## src/rtl/mpu_region_guard.sv

```systemverilog
module mpu_region_guard #(
  parameter int NREG      = 16,
  parameter int AW        = 32,
  parameter int MIN_SHIFT = 10,
  parameter int MAX_CODE  = 12,
  localparam int SELW     = $clog2(NREG + 2)
) (
  input  logic            clk,
  input  logic            rst_n,
  input  logic            cfg_we,
  input  logic [SELW-1:0] cfg_waddr,
  input  logic [AW-1:0]   cfg_wdata,
  input  logic [SELW-1:0] cfg_raddr,
  output logic [AW-1:0]   cfg_rdata,
  input  logic [AW-1:0]   acc_addr,
  input  logic            acc_priv,
  input  logic            acc_write,
  input  logic            acc_periph,
  output logic            violation
);
  localparam int BW = AW - MIN_SHIFT;
  localparam int IW = $clog2(NREG);
  localparam logic [SELW-1:0] SEL_EN = SELW'(NREG);
  localparam logic [SELW-1:0] SEL_PP = SELW'(NREG + 1);
  localparam logic [3:0] TOP_CODE = 4'(MAX_CODE);

  logic          en;
  logic [1:0]    pp;
  logic          vld  [NREG];
  logic [3:0]    szc  [NREG];
  logic [1:0]    perm [NREG];
  logic [BW-1:0] base [NREG];
  logic [BW-1:0] mask [NREG];
  logic          hit;
  logic [IW-1:0] hit_idx;
  logic [1:0]    eff_perm;
  logic          allow;

  always_ff @(posedge clk or negedge rst_n) begin
    if (!rst_n) begin
      en <= 1'b0;
      pp <= 2'b11;
      for (int i = 0; i < NREG; i++) begin
        vld[i]  <= 1'b0;
        szc[i]  <= '0;
        perm[i] <= '0;
        base[i] <= '0;
      end
    end else if (cfg_we) begin
      if (cfg_waddr == SEL_EN) en <= cfg_wdata[0];
      if (cfg_waddr == SEL_PP) pp <= cfg_wdata[1:0];
      for (int i = 0; i < NREG; i++) begin
        if (cfg_waddr == SELW'(i)) begin
          vld[i]  <= cfg_wdata[0];
          szc[i]  <= cfg_wdata[4:1];
          perm[i] <= cfg_wdata[6:5];
          base[i] <= cfg_wdata[AW-1:MIN_SHIFT];
        end
      end
    end
  end

  for (genvar g = 0; g < NREG; g++) begin : g_mask
    assign mask[g] = {BW{1'b1}} << ((szc[g] > TOP_CODE) ? TOP_CODE : szc[g]);
  end

  always_comb begin
    hit     = 1'b0;
    hit_idx = '0;
    for (int i = 0; i < NREG; i++) begin
      if (vld[i] && (((acc_addr[AW-1:MIN_SHIFT] ^ base[i]) & mask[i]) == '0)) begin
        hit     = 1'b1;
        hit_idx = IW'(i);
      end
    end
  end

  assign eff_perm = acc_periph ? pp : (hit ? perm[hit_idx] : 2'b11);

  always_comb begin
    case (eff_perm)
      2'b00:   allow = 1'b0;
      2'b01:   allow = acc_priv;
      2'b10:   allow = acc_priv | ~acc_write;
      default: allow = 1'b1;
    endcase
  end

  assign violation = en & ~allow;

  always_comb begin
    cfg_rdata = '0;
    if (cfg_raddr < SELW'(NREG))
      cfg_rdata = {base[cfg_raddr[IW-1:0]], {(MIN_SHIFT-7){1'b0}},
                   perm[cfg_raddr[IW-1:0]], szc[cfg_raddr[IW-1:0]], vld[cfg_raddr[IW-1:0]]};
    else if (cfg_raddr == SEL_EN)
      cfg_rdata = AW'(en);
    else if (cfg_raddr == SEL_PP)
      cfg_rdata = AW'(pp);
  end

  a_r2_off_quiet: assert property (@(posedge clk) disable iff (!rst_n)
    !en |-> !violation);
  a_r2_en_update: assert property (@(posedge clk) disable iff (!rst_n)
    (cfg_we && cfg_waddr == SEL_EN) |=> (en == $past(cfg_wdata[0])));
  a_r9_periph_open: assert property (@(posedge clk) disable iff (!rst_n)
    (acc_periph && pp == 2'b11) |-> !violation);
  a_r8_uncovered_ok: assert property (@(posedge clk) disable iff (!rst_n)
    (!acc_periph && !hit) |-> !violation);
  a_r6_priv_read: assert property (@(posedge clk) disable iff (!rst_n)
    (acc_priv && !acc_write && eff_perm != 2'b00) |-> !violation);
endmodule

```

## config.mk

```make
export PLATFORM = sky130hd
export DESIGN_NAME = mpu_region_guard
export DESIGN_NICKNAME = d
export VERILOG_FILES = /design/src/rtl/mpu_region_guard.sv
export SDC_FILE = /design/constraint.sdc
export NUM_CORES = 1
export LEC_CHECK = 0
export BUFFER_PORTS_ARGS = -buffer_cell sky130_fd_sc_hd__buf_2
export CORE_MARGIN = 2
export CORE_UTILIZATION = 35
export CTS_CLUSTER_SIZE = 25
export DETAILED_ROUTE_END_ITERATION = 6
export GPL_ROUTABILITY_DRIVEN = 0
export GPL_TIMING_DRIVEN = 0
export PLACE_DENSITY = 0.47
export SLEW_MARGIN = 10
export SYNTH_ARGS = -nofsm -noshare
export SYNTH_HDL_FRONTEND = slang
export SYNTH_SLANG_ARGS = --single-unit
export TNS_END_PERCENT = 10
```

## constraint.sdc

```tcl
create_clock -name clk -period 7 [get_ports clk]
set_input_delay 0 -clock clk [delete_from_list [all_inputs] [get_ports clk]]
set_output_delay 0 -clock clk [all_outputs]
set_load 0.02 [all_outputs]
```

# [Yosys cells after proc, flatten, opt, wreduce, memory -nomap -nowiden]
# Index checks and enable logic that the tools add are counted.
[word_totals] in_bits=80 register_bits=467 output_inout_bits=33
[classes] shifts=16 n_mux=68 bitwise=38 magnitude_cmp=19 eq_ne=21 reduce_logical=52
[op_table] operator="22-bit bitwise AND" count=16
[op_table] operator="22-bit logical NOT" count=16
[op_table] operator="22-bit by 4-bit left shift with 22-bit output, first input constant" count=16
[op_table] operator="22-bit XOR" count=16
[op_table] operator="4-bit 2-to-1 mux" count=32
[op_table] operator="22-bit binary-select mux with 4-bit select" count=1
[op_table] operator="4-bit greater-than comparator, second input constant" count=16
[op_table] operator="22-bit 2-to-1 mux" count=2
[op_table] operator="5-bit by 4-bit equality test with 1-bit output, second input constant" count=8
[op_table] operator="2-bit AND reduction" count=18
[op_table] operator="32-bit 2-to-1 mux" count=1
[op_table] operator="5-bit by 3-bit equality test with 1-bit output, second input constant" count=4
[op_table] operator="5-bit equality test, second input constant" count=4
[op_table] operator="1-bit 2-to-1 mux" count=19
[op_table] operator="2-bit binary-select mux with 4-bit select" count=2
[op_table] operator="4-bit binary-select mux with 4-bit select" count=1
[op_table] operator="1-bit logical AND" count=16
[op_table] operator="2-bit 2-to-1 mux" count=8
[op_table] operator="5-bit by 2-bit equality test with 1-bit output, second input constant" count=2
[op_table] operator="5-bit greater-or-equal comparator, second input constant" count=2
[op_table] operator="4-bit NOT with 5-bit output" count=2
[op_table] operator="5-bit by 1-bit equality test with 1-bit output, second input constant" count=1
[op_table] operator="5-bit logical NOT" count=1
[op_table] operator="5-bit < comparator, second input constant" count=1
[op_table] operator="8 further kinds" count=9

# [Longest topological paths before layout]
[logic_depth] ltp_word=31 depth_mapped=16

# [Worst setup path before layout]
# OpenSTA, ideal clock, no wires.
[synth_timing] path_kind="register -> output" startpoint="register base[66] (netlist name)" endpoint="output port violation" path_slack_ns=3.821 n_path_buf=1 path_stages_with_launch=14 arrival_time_ns=3.179 path_cell_list="dfrtp_1 -> xnor2_1 -> o21ai_1 -> a221o_1 -> or4b_4 -> a2111oi_4 -> nor4b_4 -> o21ai_4 -> buf_8 -> mux2i_1 -> mux2i_1 -> a211oi_2 -> o211ai_1 -> a21boi_1"
[synth_between] elab_chain_len=18
[synth_rtl] item="from (decl)" line_no="32" source="logic [BW-1:0] base [NREG];"
[synth_rtl] item="from (signal, indexed assignment)" line_no="57" source="base[i] <= cfg_wdata[AW-1:MIN_SHIFT];"
[synth_rtl] item="22-bit XOR *" line_no="71" source="if (vld[i] && (((acc_addr[AW-1:MIN_SHIFT] ^ base[i]) & mask[i]) == '0)) begin"
[synth_rtl] item="22-bit bitwise AND *" line_no="71"
[synth_rtl] item="22-bit logical NOT *" line_no="71"
[synth_rtl] item="1-bit logical AND *" line_no="71"
[synth_rtl] item="4-bit 2-to-1 mux (4 in a row)" line_no="71"
[synth_rtl] item="4-bit NOT with 5-bit output (implied by the code)" line_no="78" source="assign eff_perm = acc_periph ? pp : (hit ? perm[hit_idx] : 2'b11);"
[synth_rtl] item="2-bit binary-select mux with 4-bit select" line_no="78"
[synth_rtl] item="2-bit 2-to-1 mux (implied by the code) (2 in a row)" line_no="78"
[synth_rtl] item="2-bit 2-to-1 mux * (2 in a row)" line_no="78"
[synth_rtl] item="2-bit equality test (tied with other cells)" line_no="81" source="case (eff_perm)"
[synth_rtl] item="1-bit one-hot mux with 3 select lines *" line_no="81"
[synth_rtl] item="1-bit NOT *" line_no="89" source="assign violation = en & ~allow;"
[synth_rtl] item="1-bit bitwise AND *" line_no="89"
[synth_rtl] item="to (decl)" line_no="19" source="output logic violation"
# Every way passes the cells marked *; elsewhere a longest branch is shown, timed or not. The select of a mux whose other input is x is not followed.

# [Worst setup path in the final report]
[layout_timing] startpoint="register szc[52] (netlist name)" endpoint="output port violation"
[layout_between] elab_chain_len=30
[layout_rtl] item="from (decl)" line_no="30" source="logic [3:0] szc [NREG];"
[layout_rtl] item="from (signal, indexed assignment)" line_no="55" source="szc[i] <= cfg_wdata[4:1];"
[layout_rtl] item="4-bit greater-than comparator" line_no="64" source="assign mask[g] = {BW{1'b1}} << ((szc[g] > TOP_CODE) ? TOP_CODE : szc[g]);"
[layout_rtl] item="4-bit 2-to-1 mux *" line_no="64"
[layout_rtl] item="22-bit by 4-bit left shift with 22-bit output *" line_no="64"
[layout_rtl] item="22-bit bitwise AND *" line_no="71"
[layout_rtl] item="22-bit logical NOT *" line_no="71"
[layout_rtl] item="1-bit logical AND *" line_no="71"
[layout_rtl] item="4-bit 2-to-1 mux (14 in a row)" line_no="71"
[layout_rtl] item="4-bit NOT with 5-bit output (implied by the code)" line_no="78"
[layout_rtl] item="2-bit binary-select mux with 4-bit select" line_no="78"
[layout_rtl] item="2-bit 2-to-1 mux (implied by the code) (2 in a row)" line_no="78"
[layout_rtl] item="2-bit 2-to-1 mux * (2 in a row)" line_no="78"
[layout_rtl] item="2-bit equality test (tied with other cells)" line_no="81"
[layout_rtl] item="1-bit one-hot mux with 3 select lines *" line_no="81"
[layout_rtl] item="1-bit NOT *" line_no="89"
[layout_rtl] item="1-bit bitwise AND *" line_no="89"
# Marks and branches as above.

==> summary.txt <==
Routing
  • Pre-antenna DRT Iters: 6
  • Avg WL per Cell: between 30 and 40 µm
  • WL final: roughly 110000 µm
  • Drt initial violations: ~2300
  • Via/cell ratio: between 5 and 6
  • Via count: between 20000 and 25000
  • Drc violations: 0
  • Antenna-violating nets left: 0

Clock network
  • Setup bufs post-CTS: 0
  • H-tree depth: 2
  • Clk buf depth: 3
  • CTS Sinks: ~470
  • CTS tree: built
  • Root Driver: clkbuf_16
  • CTS clk-pin slew, worst paths: approximately 0.06 ns
  • Later-pin clock latency in the skew report: just over 0.6 ns
  • Num CTS Buffers: 57

GRT
  • Largest net degree at the start of global routing: between 100 and 150
  • Global-route wire length before repair: 154500 µm
  • Vias in the first global route: 20417
  • Initial antenna violation count: 7
  • Global Route Usage Sum: between 20% and 30%
  • Grt total ovfl: 0

Timing
  • Slew margin rel.: 10.17%
  • Post-layout min period: ~5.4 ns
  • Tcrit/Tclk final: between 70% and 80%
  • Slew @ Worst Pin: 1.347 ns
  • Final Setup Violations: 0
  • Unrepaired setup endpoints after global routing: no
  • Fmax: between 150 and 200 MHz
  • Hold slack: -0.01151 ns
  • Skew final: 0 ns
  • Final slew viol count: 0
  • Setup_tns: 0 ns
  • Fin. Hold Viols: 5

Die
  • Die width: between 200 and 300 µm
  • Die Span Y: between 200 and 300 µm
  • Starting Density: 35.36%
  • Die ar.: approximately 82000 µm²
  • # rows: between 100 and 150
  • IO Pins: about 110
  • Core area: about 80000 µm²

Yosys
  • Avg Cell Area, Syn: 12.50 µm²
  • Synth Flop Type: dfrtp_1
  • Cells after Synth: 2235
  • Synth cell count leaders: dfrtp_1, mux2_2, xnor2_1, mux4_2, xor2_1
  • Area share of the leading cell type in the synthesized netlist: 41.66%
  • Post-synth cell types: 85
  • Post-synth EDFFs: 0
  • Synth warn: 0
  • Synth area leaders: dfrtp_1, mux2_2, mux4_2, xnor2_1, xor2_1
  • Most frequent cell after synthesis: dfrtp_1
  • Sequential area share after synthesis: between 40% and 50%
  • Synthesized flop and latch total: around 470
  • Cell Area, Synth: around 28000 µm²
  • Ys async rst share: between 90% and 100%
  • Yosys top cell by area: dfrtp_1

Power and ir drop
  • Leak pwr: 13.30 nW
  • Pwr/cell area: approximately 300 nW/µm²
  • VDD IR-drop max: between 0.15 and 0.2 mV
  • Design Power: roughly 9.6 mW

Final layout
  • Area Growth Syn to Fin: 14.86%
  • Proportion of layout cells with a drive suffix above 1: about a third
  • Final net count: around 2500
  • Final instance area: approximately 32000 µm²

Placed design
  • Detailed Place HPWL: about 85000 µm
  • Port buffer count: a little under 70
  • Area after DPL: roughly 30000 µm²

Critical path
  • CP Data Arrival Time: 5.44 ns
  • CP Launch Type: flip-flop
  • Crit Path Class: flip-flop to output port
  • Crit path max fanout: 8
  • CP endpoint kind: output port
  • WP data required: around 7.0 ns

Job
  • Max Cap Viol: 0

Status
  • Failing checks: hold timing
  • Status: finished, violations left

Worst hold path
  • HP Class: input pin to asynchronous set/reset pin
final timing paths:
check	cells past startpoint	end	slack, ns	startpoint
worst max-delay path	13	violation	1.56	szc[52]
worst min-delay path	3	base[70]	-0.01	rst_n
worst max register to register	2	en	5.67	en
worst min register to register	1	perm[0]	0.54	perm[0]
max in group asynchronous	5	base[348]	5.57	rst_n
min in group clk	3	base[109]	0.07	cfg_waddr[3]
flip-flops by register name, summed over array words and instances (netlist names):
register / cells
base: 352
szc: 64
perm: 32
vld: 16
pp: 2
en: 1
stage by stage:
stage	hold slack (ns)	setup WS, ns	util, %	instances
after global routing	0.03732	1.526	40.61	3502
after floorplan	-0.2956	3.821	-	2237
final	-0.01151	1.557	40.61	3503
after detailed placement	0.03052	2.484	37.63	3360
after CTS	0.01182	1.814	40.60	3502
after global placement	0.2977	-3.990	37.47	3356
layout make-up:
cell class,instances,area [µm²]
well taps,1050,1314
diodes,1,2.502
flip-flops and latches,467,11690
fillers,7522,46920
multi-input cells,1564,15280
clock buffers,87,1719
clock inverters,19,252.7
plain buffers,172,852.1
inverters,34,127.6
repair buffers,109,843.3
cells in the final DEF, fill, tap and decap left out, types with 11 or more instances in the layout:
| cell | synthesis | routed |
|---|---|---|
| clkbuf_8 | 0 | 18 |
| mux2_2 | 456 | 456 |
| a31oi_1 | 22 | 22 |
| a211oi_1 | 28 | 28 |
| o211ai_1 | 15 | 15 |
| o21ai_0 | 67 | 67 |
| mux4_2 | 145 | 145 |
| xor2_1 | 120 | 120 |
| inv_1 | 34 | 34 |
| clkinv_2 | 0 | 11 |
| a21oi_1 | 56 | 56 |
| nor2_1 | 46 | 45 |
| nand4_1 | 53 | 53 |
| buf_4 | 22 | 22 |
| nor4_1 | 12 | 12 |
| clkbuf_1 | 94 | 103 |
| nor3_1 | 22 | 22 |
| clkbuf_16 | 0 | 57 |
| a21o_1 | 11 | 11 |
| nand2_1 | 74 | 74 |
| dfrtp_1 | 465 | 465 |
| xnor2_1 | 232 | 232 |
| buf_2 | 20 | 92 |
| nor2b_1 | 34 | 34 |
| buf_1 | 23 | 18 |
| nand3_1 | 27 | 27 |
| dlygate4sd3_1 | 0 | 35 |
critical path: stages, from the launching register on:
cell and delay (ns):
dfrtp_1 0.49, and3b_1 0.27, o21ai_0 0.15, a221oi_1 0.75, o21a_1 0.22, o2111ai_1 0.12, a21oi_1 0.45, o2111ai_1 0.34
a311oi_1 0.93, o211ai_1 0.18, nand3_1 0.27, o211ai_1 0.14, a21boi_1 0.28, buf_2 0.23
timing repair:
item                      in CTS  in global routing
hold endpoints to repair     449                  0
hold buffers                  36                  0
gates resized for setup        0                  0
logic make-up after synthesis:
| kind of cell | share of synthesized area, % |
|---|---|
| AND/OR/NAND/NOR | 6.634 |
| AO/OA/AOI/OAI | 6.576 |
| XOR/XNOR | 11.10 |
| buffers and inverters | 3.472 |
| other | 0.01343 |
| multiplexers | 30.36 |
| flip-flops | 41.85 |
layer usage:
layer  vias to the layer above  wire length [µm]  GRT usage [%]
met5                         -                13              0
met4                         2              4954          10.17
met3                       205              6778          3.895
met2                       855             50440          42.08
met1                     10788             48100          37.11
li1                       8577                 -              -
power by group:
part	total, mW	internal [mW]	switching [mW]
combinational	2.55	1.23	1.32
clock	3.16	1.90	1.26
sequential	3.85	3.23	0.617
Power figures use the tool's default switching activity.
